File: config.mk
export PLATFORM = sky130hd
export DESIGN_NAME = scene_word_sequencer
export DESIGN_NICKNAME = d
export VERILOG_FILES = /design/src/rtl/sws_pkg.sv /design/src/rtl/sws_pacer.sv /design/src/rtl/sws_fetch.sv /design/src/rtl/sws_unpack.sv /design/src/rtl/scene_word_sequencer.sv
export SDC_FILE = /design/constraint.sdc
export NUM_CORES = 1
export LEC_CHECK = 0
export ABC_AREA = 1
export BUFFER_PORTS_ARGS = -buffer_cell sky130_fd_sc_hd__buf_2
export CORE_UTILIZATION = 62
export CTS_BUF_LIST = sky130_fd_sc_hd__clkbuf_8 sky130_fd_sc_hd__clkbuf_16
export CTS_CLUSTER_SIZE = 16
export DETAILED_ROUTE_END_ITERATION = 6
export PLACE_DENSITY = 0.8
export SYNTH_ARGS = -nofsm -noshare
export SYNTH_HDL_FRONTEND = slang
export SYNTH_SLANG_ARGS = --single-unit
File: constraint.sdc
create_clock -name clk -period 4 [get_ports clk]
set_input_delay 0.8 -clock clk [delete_from_list [all_inputs] [get_ports clk]]
set_output_delay 0.8 -clock clk [all_outputs]
set_load 0.05 [all_outputs]
File: src/rtl/sws_pkg.sv
package sws_pkg;
  localparam int PIX_W        = 16;
  localparam int WORD_W       = 64;
  localparam int PIX_PER_WORD = WORD_W / PIX_W;

  typedef enum logic [1:0] {
    ST_IDLE = 2'd0,
    ST_RUN  = 2'd1,
    ST_HALT = 2'd2,
    ST_WAIT = 2'd3
  } seq_state_e;

  typedef enum logic [1:0] {
    PM_SINGLE = 2'd0,
    PM_MULTI  = 2'd1,
    PM_AUTO   = 2'd2,
    PM_RSVD   = 2'd3
  } play_mode_e;

  function automatic logic [3:0] eff_div(input logic [3:0] d);
    return (d == 4'd0) ? 4'd1 : d;
  endfunction
endpackage

File: src/rtl/sws_pacer.sv
module sws_pacer #(
  parameter int TICK_DIV = 4
) (
  input  logic       clk,
  input  logic       rst_n,
  input  logic       restart,
  input  logic       en,
  input  logic [3:0] div_n,
  output logic       slot
);
  localparam int PRE_W = (TICK_DIV > 1) ? $clog2(TICK_DIV) : 1;
  localparam logic [PRE_W-1:0] PRE_LAST = PRE_W'(TICK_DIV - 1);

  logic [PRE_W-1:0] pre_q, pre_nx;
  logic [3:0]       nc_q, nc_nx;
  logic             tick;
  logic             cnt_en;

  assign tick   = en && (pre_q == PRE_LAST);
  assign slot   = tick && (nc_q == (div_n - 4'd1));
  assign cnt_en = restart || en;

  always_comb begin
    pre_nx = pre_q;
    nc_nx  = nc_q;
    if (restart) begin
      pre_nx = '0;
      nc_nx  = '0;
    end else if (en) begin
      pre_nx = tick ? '0 : pre_q + PRE_W'(1);
      if (tick) nc_nx = slot ? 4'd0 : nc_q + 4'd1;
    end
  end

  always_ff @(posedge clk or negedge rst_n) begin
    if (!rst_n) begin
      pre_q <= '0;
      nc_q  <= '0;
    end else if (cnt_en) begin
      pre_q <= pre_nx;
      nc_q  <= nc_nx;
    end
  end
endmodule

File: src/rtl/sws_fetch.sv
module sws_fetch #(
  parameter int ADDR_W      = 24,
  parameter int FRAME_WORDS = 65536,
  parameter int CNT_W       = 17
) (
  input  logic              clk,
  input  logic              rst_n,
  input  logic              start,
  input  logic              active,
  input  logic [ADDR_W-1:0] base,
  input  logic              consume,
  output logic              mem_req,
  output logic [ADDR_W-1:0] mem_addr,
  input  logic              mem_rvalid,
  input  logic [63:0]       mem_rdata,
  output logic              buf_valid,
  output logic [63:0]       buf_data
);
  localparam logic [CNT_W-1:0] WORDS = CNT_W'(FRAME_WORDS);

  logic [CNT_W-1:0] req_q, req_nx;
  logic             pend_q, pend_nx;
  logic             bv_q, bv_nx;
  logic [63:0]      bd_q;
  logic             need;
  logic             bd_en;

  assign need     = active && !bv_q && !pend_q && (req_q < WORDS);
  assign mem_req  = need;
  assign mem_addr = base + ADDR_W'(req_q);
  assign bd_en    = mem_rvalid && !start;
  assign buf_valid = bv_q;
  assign buf_data  = bd_q;

  always_comb begin
    req_nx  = req_q;
    pend_nx = pend_q;
    bv_nx   = bv_q;
    if (start) begin
      req_nx  = '0;
      pend_nx = 1'b0;
      bv_nx   = 1'b0;
    end else begin
      if (need) begin
        req_nx  = req_q + CNT_W'(1);
        pend_nx = 1'b1;
      end
      if (consume) bv_nx = 1'b0;
      if (mem_rvalid) begin
        bv_nx   = 1'b1;
        pend_nx = 1'b0;
      end
    end
  end

  always_ff @(posedge clk or negedge rst_n) begin
    if (!rst_n) begin
      req_q  <= '0;
      pend_q <= 1'b0;
      bv_q   <= 1'b0;
    end else begin
      req_q  <= req_nx;
      pend_q <= pend_nx;
      bv_q   <= bv_nx;
    end
  end

  always_ff @(posedge clk or negedge rst_n) begin
    if (!rst_n)      bd_q <= '0;
    else if (bd_en)  bd_q <= mem_rdata;
  end
endmodule

File: src/rtl/sws_unpack.sv
module sws_unpack
  import sws_pkg::*;
(
  input  logic              clk,
  input  logic              rst_n,
  input  logic              load_new,
  input  logic              load_rep,
  input  logic [WORD_W-1:0] new_word,
  output logic              pix_valid,
  output logic [PIX_W-1:0]  pix_data,
  output logic              underrun
);
  localparam int LEFT_W = $clog2(PIX_PER_WORD + 1);

  logic [WORD_W-1:0] sreg_q, sreg_nx;
  logic [WORD_W-1:0] hold_q;
  logic [LEFT_W-1:0] left_q, left_nx;
  logic              rep_q, rep_nx;
  logic              shift_en;

  assign pix_valid = (left_q != '0);
  assign pix_data  = sreg_q[WORD_W-1 -: PIX_W];
  assign underrun  = rep_q;
  assign shift_en  = load_new || load_rep || pix_valid;

  always_comb begin
    sreg_nx = sreg_q;
    left_nx = left_q;
    rep_nx  = 1'b0;
    if (load_new) begin
      sreg_nx = new_word;
      left_nx = LEFT_W'(PIX_PER_WORD);
    end else if (load_rep) begin
      sreg_nx = hold_q;
      left_nx = LEFT_W'(PIX_PER_WORD);
      rep_nx  = 1'b1;
    end else if (pix_valid) begin
      sreg_nx = {sreg_q[WORD_W-PIX_W-1:0], {PIX_W{1'b0}}};
      left_nx = left_q - LEFT_W'(1);
    end
  end

  always_ff @(posedge clk or negedge rst_n) begin
    if (!rst_n) begin
      sreg_q <= '0;
      left_q <= '0;
      rep_q  <= 1'b0;
    end else if (shift_en) begin
      sreg_q <= sreg_nx;
      left_q <= left_nx;
      rep_q  <= rep_nx;
    end
  end

  always_ff @(posedge clk or negedge rst_n) begin
    if (!rst_n)         hold_q <= '0;
    else if (load_new)  hold_q <= new_word;
  end
endmodule

File: src/rtl/scene_word_sequencer.sv
module scene_word_sequencer
  import sws_pkg::*;
#(
  parameter int ADDR_W      = 24,
  parameter int FRAME_WORDS = 65536,
  parameter int TICK_DIV    = 4,
  parameter int FCNT_W      = 16,
  parameter int DROP_W      = 8
) (
  input  logic              clk,
  input  logic              rst_n,
  input  logic              frame_start,
  input  logic [1:0]        cfg_mode,
  input  logic [ADDR_W-1:0] cfg_base,
  input  logic [3:0]        cfg_div,
  input  logic [FCNT_W-1:0] cfg_frames,
  input  logic              cfg_arm,
  output logic              mem_req,
  output logic [ADDR_W-1:0] mem_addr,
  input  logic              mem_rvalid,
  input  logic [63:0]       mem_rdata,
  output logic              pix_valid,
  output logic [15:0]       pix_data,
  output logic              underrun,
  output logic              busy,
  output logic [DROP_W-1:0] drop_count
);
  localparam int CNT_W = $clog2(FRAME_WORDS + 1);
  localparam logic [CNT_W-1:0]  LAST_IDX  = CNT_W'(FRAME_WORDS - 1);
  localparam logic [ADDR_W-1:0] FRAME_SPAN = ADDR_W'(FRAME_WORDS);
  localparam logic [DROP_W-1:0] DROP_MAX  = {DROP_W{1'b1}};

  seq_state_e        st_q, st_nx;
  play_mode_e        mode_q, mode_nx;
  logic [3:0]        n_q, n_nx;
  logic [ADDR_W-1:0] base_q, base_nx;
  logic [FCNT_W-1:0] left_q, left_nx;
  logic [CNT_W-1:0]  sent_q, sent_nx;
  logic [DROP_W-1:0] drop_q, drop_nx;

  logic        run;
  logic        slot;
  logic        buf_valid;
  logic [63:0] buf_data;
  logic        fire_new, fire_rep;
  logic        last_word;
  logic        begin_frame;

  assign run         = (st_q == ST_RUN);
  assign fire_new    = slot && buf_valid;
  assign fire_rep    = slot && !buf_valid;
  assign last_word   = fire_new && (sent_q == LAST_IDX);
  assign begin_frame = frame_start &&
                       ((st_q == ST_IDLE) || ((st_q == ST_WAIT) && !cfg_arm));
  assign busy        = run;
  assign drop_count  = drop_q;

  sws_pacer #(.TICK_DIV(TICK_DIV)) u_pacer (
    .clk     (clk),
    .rst_n   (rst_n),
    .restart (begin_frame),
    .en      (run),
    .div_n   (n_q),
    .slot    (slot)
  );

  sws_fetch #(.ADDR_W(ADDR_W), .FRAME_WORDS(FRAME_WORDS), .CNT_W(CNT_W)) u_fetch (
    .clk        (clk),
    .rst_n      (rst_n),
    .start      (begin_frame),
    .active     (run),
    .base       (base_q),
    .consume    (fire_new),
    .mem_req    (mem_req),
    .mem_addr   (mem_addr),
    .mem_rvalid (mem_rvalid),
    .mem_rdata  (mem_rdata),
    .buf_valid  (buf_valid),
    .buf_data   (buf_data)
  );

  sws_unpack u_unpack (
    .clk       (clk),
    .rst_n     (rst_n),
    .load_new  (fire_new),
    .load_rep  (fire_rep),
    .new_word  (buf_data),
    .pix_valid (pix_valid),
    .pix_data  (pix_data),
    .underrun  (underrun)
  );

  // next-state logic
  always_comb begin
    st_nx   = st_q;
    mode_nx = mode_q;
    n_nx    = n_q;
    base_nx = base_q;
    left_nx = left_q;
    sent_nx = sent_q;
    drop_nx = drop_q;

    if (begin_frame) begin
      n_nx    = eff_div(cfg_div);
      sent_nx = '0;
    end else if (fire_new) begin
      sent_nx = sent_q + CNT_W'(1);
    end

    if (run && frame_start && (drop_q != DROP_MAX))
      drop_nx = drop_q + DROP_W'(1);

    unique case (st_q)
      ST_IDLE: begin
        if (frame_start) begin
          st_nx   = ST_RUN;
          mode_nx = play_mode_e'(cfg_mode);
          base_nx = cfg_base;
          left_nx = (cfg_frames == '0) ? FCNT_W'(1) : cfg_frames;
        end
      end
      ST_RUN: begin
        if (last_word) begin
          unique case (mode_q)
            PM_MULTI: st_nx = ST_IDLE;
            PM_AUTO: begin
              if (left_q == FCNT_W'(1)) begin
                st_nx = ST_IDLE;
              end else begin
                st_nx   = ST_WAIT;
                left_nx = left_q - FCNT_W'(1);
                base_nx = base_q + FRAME_SPAN;
              end
            end
            default: st_nx = ST_HALT;
          endcase
        end
      end
      ST_HALT: begin
        if (cfg_arm) st_nx = ST_IDLE;
      end
      ST_WAIT: begin
        if (cfg_arm)          st_nx = ST_IDLE;
        else if (frame_start) st_nx = ST_RUN;
      end
      default: st_nx = ST_IDLE;
    endcase
  end

  // state registers
  always_ff @(posedge clk or negedge rst_n) begin
    if (!rst_n) begin
      st_q   <= ST_IDLE;
      mode_q <= PM_SINGLE;
      n_q    <= 4'd1;
      base_q <= '0;
      left_q <= '0;
      sent_q <= '0;
      drop_q <= '0;
    end else begin
      st_q   <= st_nx;
      mode_q <= mode_nx;
      n_q    <= n_nx;
      base_q <= base_nx;
      left_q <= left_nx;
      sent_q <= sent_nx;
      drop_q <= drop_nx;
    end
  end
endmodule

==> results.ini, run 1 <==
[outcome]
status = finished, violations left
violations = DRC

[yosys]
synth_area_per_cell_um2 = 8.22
synth_cell_types = 44
synthFlopType = dfrtp_1
syn_inst = 1889
synth-seq-cells = 294
synth-edff-count = 0
syn-cell-area_um2 = 15500
synth_nets = 2034
ys_warn_count = 0
ys_seq_area_share_pct = 47.4
synthArstFlopShare_pct = 100

[hold_path]
hold_path_class = in -> async

[detailed_routing]
viasPerCell = 5.74
wl_per_cell_um = 16.1
detail-route-antenna-nets = 0
drt_iter0_markers = 1455
via_count = 13525
drc = 6
drt-pass1-iter-count = 7
wirelength_um = 37900

[floorplanning]
ios = 167
rows = 57
die_w_um = 160
dieArea_um2 = 25700
die_h_um = 160
core_area_um2 = 24500
start_util_pct = 63.5

[finish]
seqCellArea_um2 = 7360
drive_above_1_share_pct = 18.5
postLayoutCellArea_um2 = 17500
final_nets = 2153
n_antenna_cell = 0
area_delta_synth_final_pct = 13.1
stdcell_count = 2356
nFillCells = 1912
multiInputGateArea_um2 = 7040

[timing]
setup_slack_ns = 0.444
slew_viol_final = 0
setup_viol = 0
rsz0062_at_grt = false
max_freq_mhz = 281
fin_crit_sh_pct = 88.9
relSlewSlack_pct = 35.2
worst_pin_slew_ns = 0.973
fin_hold_ws_ns = 0.257
fin_tns_setup_ns = 0
fin_skew_ns = 0.0197
hold_violations = 0
min_period_ns = 3.56

[clock_network]
clockBufferDepth = 3
hold_buffers = 0
insertion_delay_ns = 0.52
cts-root-buf = clkbuf_16
tritoncts = done
clk_pin_slew_worst_paths_ns = 0.06
cts.htree.levels = 2
ctsResizeCount = 0
clock_sinks = 294
cts_buffers = 34
postCtsSetupBuffers = 0

[place]
dpl_worst_slack_ns = 0.968
placed_area_um2 = 16400
gp_congestion = 0.939
hpwl_um = 25100
place_inst = 2296
portBuffers = 166

[power_and_ir_drop]
power.internal_mw = 6.50
power_frac_comb_pct = 31.1
switching_power_mw = 3.87
leakage_nw = 9.39
p_sw_share_pct = 37.3
seqPwrFrac_pct = 39.3
power_density_nw_per_um2 = 591
clkPwrFrac_pct = 29.6
vdd_drop_max_mv = 0.392

[global_route]
grt_start_max_net_pins = 97
grt_antenna_before_repair = 0
grt_util_all_layers_pct = 30.0
grt_pass1_wl_um = 62900
grt_pass1_vias = 12831
grt_overflow = 0

[setup_path]
rrSetupSlack_ns = 0.89
cp_data_required_time_ns = 3.20
crit_path_start_kind = register
cp.arrival_ns = 2.76
crit_fanout = 4
critical_path.endpoint_type = output port
critPathKind = reg -> out

[run]
cap_violations = 0

state kept, by name, summed over array words and instances (netlist names):
signal / cells
base_q: 24
drop_count: 8
left_q: 16
mode_q: 2
n_q: 4
sent_q: 17
st_q: 2
u_fetch.buf_data: 64
u_fetch.buf_valid: 1
u_fetch.pend_q: 1
u_fetch.req_q: 17
u_pacer.nc_q: 4
u_pacer.pre_q: 2
u_unpack.hold_q: 64
u_unpack.left_q: 3
u_unpack.sreg_q: 64
u_unpack.underrun: 1
power by group through the flow:
| stage | sequential, mW | clock, mW | combinational, mW |
|---|---|---|---|
| after detailed placement | 4.10 | 0 | 3.17 |
| after global routing | 4.14 | 3.23 | 3.58 |
| after CTS | 4.06 | 3.11 | 3.22 |
| after floorplan | 4.08 | 0 | 2.45 |
| after global placement | 4.07 | 0 | 3.07 |
| final | 4.07 | 3.07 | 3.22 |
critical path: stages, from the launching register on:
cell	delay (ns)
dfrtp_1	0.40
ha_1	0.26
inv_1	0.07
fa_1	0.39
inv_1	0.09
nand3_1	0.06
nand2_1	0.16
nand2_1	0.07
nand2_1	0.14
nand3_1	0.09
nand3_1	0.09
xor2_1	0.15
buf_2	0.28
cells in the mapped netlist (26+ instances only):
cell	count	area, µm²
a21oi_1	35	175
buf_2	26	130
buf_4	26	195
clkbuf_1	46	173
dfrtp_1	293	7330
ha_1	29	363
inv_1	155	582
mux2_2	80	901
nand2_1	539	2020
nand3_1	164	821
nand4_1	135	845
nor2_1	108	405
o21ai_0	105	526
or2_2	37	231
xor2_1	26	228
path summary, 6_finish.rpt:
| check | depth (start not counted) | from | to |
|---|---|---|---|
| worst max register to register | 12 | sent_q[0] | left_q[12] |
| worst min-delay path | 1 | rst_n | base_q[7] |
| min in group clk | 2 | u_unpack.hold_q[57] | u_unpack.hold_q[57] |
| worst min register to register | 2 | u_unpack.hold_q[57] | u_unpack.hold_q[57] |
| worst max-delay path | 12 | u_fetch.req_q[0] | mem_addr[14] |
| max in group asynchronous | 2 | rst_n | u_unpack.sreg_q[10] |
area by class of cell:
type	instances	area share (%)
flip-flops and latches	294	41.9
inverters	159	3.40
multi-input cells	1332	40.1
clock buffers	42	5.54
repair buffers	187	5.83
clock inverters	18	0.848
well taps	324	2.31
cell usage in the layout, fill, tap and decap left out, types with 2 or more instances in the layout:
cell type,instances
buf_4,19
o22ai_1,2
xnor2_1,9
or2_2,37
o211ai_1,2
clkbuf_8,7
dfrtp_1,292
a31oi_1,3
nand2_4,2
clkbuf_16,35
clkinv_2,3
inv_2,4
mux2_2,80
a21oi_1,35
nand2_2,3
o21ai_0,105
nand3b_1,2
nor3_1,19
inv_1,165
o21ai_1,4
bufinv_16,2
nand3_1,164
ha_1,29
nand4_1,135
buf_2,165
or2_1,10
nor2_4,2
nor2_1,108
buf_12,2
xor2_1,26
nand2_1,537
nor2_2,4
metrics by stage:
stage	total power, mW	utilization, %
after floorplan	6.54	-
after global placement	7.14	67.2
after detailed placement	7.27	67.2
after CTS	10.4	71.7
after global routing	11.0	71.7
final	10.4	71.7
per-layer routing:
metal / track usage [%] / part of all wire [%] / wire (µm)
met2: 48.3 / 47 / 17800
met1: 43.2 / 44 / 16700
met5: 0 / 0 / 0
met4: 7.62 / 1.9 / 733
met3: 3.84 / 7.2 / 2740
cell families (layout without fill, tap and decap cells):
logic type	Yosys count	after routing	synth area share, %
AO/OA/AOI/OAI	159	159	5.32
XOR/XNOR	35	35	1.97
adder cells (fa/ha/maj)	30	30	2.47
buffers and inverters	263	406	7.34
flip-flops	294	294	47.4
multiplexers	80	80	5.80
AND/OR/NAND/NOR	1028	1028	29.7
Note: power is estimated with default switching activity, not from simulation.
==> run 2, diff against run 1 <==
--- a/config.mk
+++ b/config.mk
@@ -6,12 +6,12 @@
 export NUM_CORES = 1
 export LEC_CHECK = 0
 export ABC_AREA = 1
-export BUFFER_PORTS_ARGS = -buffer_cell sky130_fd_sc_hd__buf_2
+export BUFFER_PORTS_ARGS = -buffer_cell sky130_fd_sc_hd__clkbuf_2
 export CORE_UTILIZATION = 62
 export CTS_BUF_LIST = sky130_fd_sc_hd__clkbuf_8 sky130_fd_sc_hd__clkbuf_16
 export CTS_CLUSTER_SIZE = 16
 export DETAILED_ROUTE_END_ITERATION = 6
-export PLACE_DENSITY = 0.8
+export PLACE_DENSITY_LB_ADDON = 0.15
 export SYNTH_ARGS = -nofsm -noshare
 export SYNTH_HDL_FRONTEND = slang
 export SYNTH_SLANG_ARGS = --single-unit
==> run 2 against run 1 <==
  * The flow now finishes without violations
  * Maximum frequency shrank 3.8%
  * Clock power shrank 7%
  * Sequential share of layout area grew 0.18 points
==> results.ini, run 2 (synthesized netlist as in run 1, its figures left out) <==
[timing]
slew_viol_final = 0  ; unchanged
max_freq_mhz = 271  ; -3.8%
worst_pin_slew_ns = 0.989  ; +0.0164 ns
relSlewSlack_pct = 34.1  ; -1.1 points
min_period_ns = 3.69  ; +0.139 ns
hold_violations = 0  ; unchanged
setup_viol = 0  ; unchanged
fin_hold_ws_ns = 0.257  ; +0.000522 ns
fin_crit_sh_pct = 92.4  ; +3.5 points
rsz0062_at_grt = false
fin_skew_ns = 0.00921  ; -0.0105 ns
fin_tns_setup_ns = 0  ; unchanged

[detailed_routing]
viasPerCell = 5.70  ; -0.64%
wirelength_um = 38300  ; +0.90%
wl_per_cell_um = 16.3  ; +1.1%
detail-route-antenna-nets = 0  ; unchanged
drc = 0  ; -6
via_count = 13415  ; -0.81%
drt-pass1-iter-count = 7  ; unchanged
drt_iter0_markers = 1167  ; -20%

[finish]
layout_common_cells = 537 x nand2_1, 292 x dfrtp_1, 165 x clkbuf_2
final_common_cell = nand2_1
final_nets = 2151  ; -0.093%
area_delta_synth_final_pct = 12.6
drive_above_1_share_pct = 18.5  ; +0.036 points
post-route-util_pct = 71.4  ; -0.31 points
n_antenna_cell = 0  ; unchanged

[clock_network]
cts.htree.levels = 1  ; -1
tritoncts = done
cts_buffers = 31  ; -8.8%
clock_sinks = 294  ; unchanged
postCtsSetupBuffers = 0  ; unchanged
cts-root-buf = clkbuf_16
clk_pin_slew_worst_paths_ns = 0.06  ; about the same
ctsResizeCount = 0  ; unchanged
hold_buffers = 0  ; unchanged
clockBufferDepth = 3  ; unchanged
insertion_delay_ns = 0.55  ; +0.03 ns

[setup_path]
reg2reg_depth = 12  ; unchanged
crit_path_start_kind = register
slowest_delay_ns = 0.41  ; about the same
path_delay_family = simple AND/OR/NAND/NOR gates
cp_num_buf_inv = 3  ; unchanged
cp_num_cells = 13  ; +1
critPathKind = reg -> out
cp_slowest_cell = dfrtp_1
path_cells = ha_1 -> inv_1 -> fa_1 -> inv_1 -> nand3_1 -> nand2_1 -> nand2_1 -> nand2_1 -> nand4_1 -> nand3_1 -> nand2_1 -> nand2_1 -> clkbuf_2
crit_fanout = 4  ; unchanged
critical_path.endpoint_type = output port
cp_data_required_time_ns = 3.20  ; about the same
cp.arrival_ns = 2.89  ; +0.13 ns
path_common_cell = nand2_1

[outcome]
status = complete, no violations

[floorplanning]
start_util_pct = 63.5  ; unchanged
core_area_um2 = 24500  ; unchanged
rows = 57  ; unchanged
die_w_um = 160  ; unchanged
ios = 167  ; unchanged
dieArea_um2 = 25700  ; unchanged
die_h_um = 160  ; unchanged

[power_and_ir_drop]
power_density_nw_per_um2 = 581  ; -1.5%
vdd_drop_max_mv = 0.466  ; +19%
finalPower_mw = 10.2  ; -2.0%
leakage_nw = 9.33  ; -0.69%

[hold_path]
hold_path_class = in -> async

[place]
portBuffers = 166  ; unchanged
hpwl_um = 25700  ; +2.5%
gp_congestion = 0.894  ; -4.8%

[global_route]
grt_util_all_layers_pct = 30.1  ; +0.11 points
grt_start_max_net_pins = 97  ; unchanged
grt_pass1_vias = 12849  ; +0.14%
grt_antenna_before_repair = 0  ; unchanged
grt_pass1_wl_um = 63600  ; +1.1%
grt_overflow = 0  ; unchanged

[run]
cap_violations = 0  ; unchanged

run 2: cell count changes in the layout (fill, tap and decap cells not counted), sizes merged:
| cell | previous run | this run |
|---|---|---|
| clkbuf | 42 | 202 |
| clkinv | 3 | 7 |
| buf | 187 | 23 |
| clkinvlp | 1 | 4 |
| inv | 171 | 163 |
| bufinv | 2 | 3 |
run 2: path summary, 6_finish.rpt:
path	start	endpoint	slack [ns]
max	u_fetch.req_q[0]	mem_addr[22]	0.31
min	rst_n	left_q[8]	0.26
max reg2reg	sent_q[0]	left_q[6]	0.84
min reg2reg	u_unpack.hold_q[62]	u_unpack.hold_q[62]	0.47
max in group asynchronous	rst_n	u_fetch.buf_data[46]	2.90
min in group clk	u_unpack.hold_q[62]	u_unpack.hold_q[62]	0.47
run 2: power breakdown:
| part | internal (mW) | switching, mW |
|---|---|---|
| clock network | 1.71 | 1.16 |
| registers | 3.65 | 0.430 |
| logic | 0.977 | 2.23 |
| total | 6.34 | 3.82 |
run 2: through the flow:
stage          setup slack (ns)  std cells  area [µm²]
6_report                  0.305       2352       17500
5_1_grt                  0.0894       2352       17500
4_1_cts                   0.331       2352       17500
3_5_place_dp              0.900       2297       16400
3_3_place_gp              0.982       2297       16400
2_1_floorplan             0.823       1889       15500
run 2: area by class of cell:
class | instances | area [µm²]
sequential | 294 | 7360
clock buffer | 37 | 858
multi-input combinational | 1332 | 7040
inverter | 159 | 597
clock inverter | 18 | 173
tap | 324 | 405
fill | 1956 | 6990
timing repair buffer | 188 | 1040
run 2: metal layers:
layer,routed length [µm],vias to the layer above,track usage (%)
met5,0,-,0
met4,757,0,6.84
met3,2450,68,4.26
met2,18000,486,48.9
met1,17000,6388,43.1
li1,-,6473,-
==> run 3, diff against run 2 <==
--- a/config.mk
+++ b/config.mk
@@ -12,6 +12,7 @@
 export CTS_CLUSTER_SIZE = 16
 export DETAILED_ROUTE_END_ITERATION = 6
 export PLACE_DENSITY_LB_ADDON = 0.15
+export SKIP_CTS_REPAIR_TIMING = 1
 export SYNTH_ARGS = -nofsm -noshare
 export SYNTH_HDL_FRONTEND = slang
 export SYNTH_SLANG_ARGS = --single-unit
==> constraint.sdc (replaced) <==
create_clock -name clk -period 4 [get_ports clk]
set_input_delay 0.2 -clock clk [delete_from_list [all_inputs] [get_ports clk]]
set_output_delay 0.2 -clock clk [all_outputs]
set_load 0.05 [all_outputs]
==> run 3 against run 2 <==
  * Clock power about the same
  * Critical path depth stayed put
  * Global-route usage about the same
  * The flow now finishes with violations (hold timing)
  * Critical endpoint unchanged
  * Maximum frequency up 16%
  * Cell count grew 3.5%
  * Via count up 2.3%
  * Routed wire length rose by 2.6%
  * Clock skew up 0.0047 ns
  * Sequential share of layout area shrank 1.9 points
  * Setup slack better by 0.51 ns
  * Non-clock buffer count rose by 85
==> results.ini, run 3 (synthesized netlist as in run 1, its figures left out) <==
[outcome]
status = finished, violations left
violations = hold timing

[setup_path]
cp_data_required_time_ns = 3.80  ; +0.60 ns
crit_path_start_kind = register
cp_num_buf_inv = 3  ; unchanged
worstSetupEndpoint = mem_addr[22]
path_delay_family = simple AND/OR/NAND/NOR gates
slowest_delay_ns = 0.43  ; +0.02 ns
path_common_cell = nand2_1
rr_startpoint = sent_q[0]
startpoint = u_fetch.req_q[0]
path_cells = ha_1 -> inv_1 -> fa_1 -> inv_1 -> nand3_1 -> nand2_1 -> nand2_1 -> nand2_1 -> nand4_1 -> nand3_1 -> nand2_1 -> nand2_1 -> clkbuf_2
crit_fanout = 4  ; unchanged
cp.arrival_ns = 2.98  ; +0.09 ns
worstReg2RegEnd = left_q[12]
cp_slowest_cell = dfrtp_1
critical_path.endpoint_type = output port
cp_num_cells = 13  ; unchanged
critPathKind = reg -> out
rrSetupSlack_ns = 0.96  ; +0.12 ns
reg2reg_depth = 12  ; unchanged

[timing]
max_freq_mhz = 314  ; +16%
setup_slack_ns = 0.816  ; +0.511 ns
fin_hold_ws_ns = -0.0174  ; -0.275 ns
fin_crit_sh_pct = 79.6  ; -13 points
min_period_ns = 3.18  ; -0.511 ns
setup_viol = 0  ; unchanged
fin_tns_setup_ns = 0  ; unchanged
relSlewSlack_pct = 34.3  ; +0.24 points
rsz0062_at_grt = false
worst_pin_slew_ns = 0.985  ; -0.00365 ns
fin_skew_ns = 0.0139  ; +0.00467 ns
hold_violations = 4  ; +4
slew_viol_final = 0  ; unchanged

[finish]
n_antenna_cell = 0  ; unchanged
final_nets = 2236  ; +4.0%
area_delta_synth_final_pct = 17.8
drive_above_1_share_pct = 17.3  ; -1.2 points
post-route-util_pct = 74.8  ; +3.3 points
postLayoutCellArea_um2 = 18300  ; +4.6%
final_common_cell = nand2_1
stdcell_count = 2435  ; +3.5%
layout_common_cells = 537 x nand2_1, 292 x dfrtp_1, 165 x clkbuf_2

[global_route]
grt_pass1_vias = 12889  ; +0.31%
grt_start_max_net_pins = 119  ; +23%
grt_util_all_layers_pct = 30.2  ; +0.049 points
grt_overflow = 0  ; unchanged
grt_antenna_before_repair = 0  ; unchanged
grt_pass1_wl_um = 63800  ; +0.19%

[clock_network]
tritoncts = done
cts.htree.levels = 1  ; unchanged
clockBufferDepth = 3  ; unchanged
clk_pin_slew_worst_paths_ns = 0.06  ; about the same
cts_buffers = 31  ; unchanged
clock_sinks = 294  ; unchanged
insertion_delay_ns = 0.56  ; about the same
cts-root-buf = clkbuf_16

[power_and_ir_drop]
finalPower_mw = 10.2  ; +0.62%
power_density_nw_per_um2 = 559  ; -3.8%
leakage_nw = 9.68  ; +3.8%
vdd_drop_max_mv = 0.599  ; +28%

[place]
gp_congestion = 0.953  ; +6.7%
placed_area_um2 = 16400  ; -0.34%
portBuffers = 166  ; unchanged
dpl_worst_slack_ns = 1.02  ; +0.120 ns
hpwl_um = 25100  ; -2.3%
place_inst = 2293  ; -0.17%

[detailed_routing]
via_count = 13717  ; +2.3%
drt-pass1-iter-count = 6  ; -1
viasPerCell = 5.63  ; -1.2%
detail-route-antenna-nets = 0  ; unchanged
drt_iter0_markers = 1462  ; +25%
wl_per_cell_um = 16.1  ; -0.91%
drc = 0  ; unchanged
wirelength_um = 39300  ; +2.6%

[floorplanning]
die_w_um = 160  ; unchanged
dieArea_um2 = 25700  ; unchanged
die_h_um = 160  ; unchanged
start_util_pct = 63.5  ; unchanged
core_area_um2 = 24500  ; unchanged
rows = 57  ; unchanged
ios = 167  ; unchanged

[hold_path]
hold_path_class = in -> reg

[run]
cap_violations = 0  ; unchanged

-- run 3: how the worst min path moves through the flow --
stage | from | to | slack, ns | cells after the start
floorplan | rst_n | base_q[0] | -0.1 | 0
global placement | rst_n | left_q[9] | 0.35 | 1
detailed placement | rst_n | left_q[10] | 0.36 | 1
CTS | rst_n | left_q[9] | -0.22 | 1
global route | cfg_base[22] | base_q[22] | 0.003 | 5
finish | cfg_base[20] | base_q[20] | -0.02 | 5
-- run 3: worst register-to-register path, cell delays in order, from the launching register on --
cell and delay [ns]:
dfrtp_1 0.43, ha_1 0.25, nand2_1 0.11, nor2_1 0.11
nand2_1 0.06, nor4_1 0.33, ha_1 0.25, nand4_1 0.12
nand2_1 0.11, buf_4 0.29, nand2_1 0.57, nand2_1 0.23
nand2_1 0.07
-- run 3: area by class of cell --
| cell class | instances | area [µm²] |
|---|---|---|
| tap | 324 | 405 |
| clock inverter | 19 | 190 |
| sequential | 294 | 7360 |
| multi-input combinational | 1332 | 7040 |
| inverter | 159 | 597 |
| timing repair buffer | 273 | 1880 |
| clock buffer | 34 | 817 |
| fill | 1821 | 6180 |
-- run 3: power breakdown --
group / switching (mW) / internal [mW]
sequential: 0.447 / 3.65
combinational: 2.23 / 1.03
clock: 1.17 / 1.71
-- run 3: layer usage --
layer | vias up | wire length (µm) | track usage, %
met2 | 520 | 18200 | 46.9
li1 | 6629 | - | -
met3 | 56 | 2530 | 3.95
met1 | 6512 | 17700 | 44.6
met5 | - | 0 | 0
met4 | 0 | 778 | 8.18
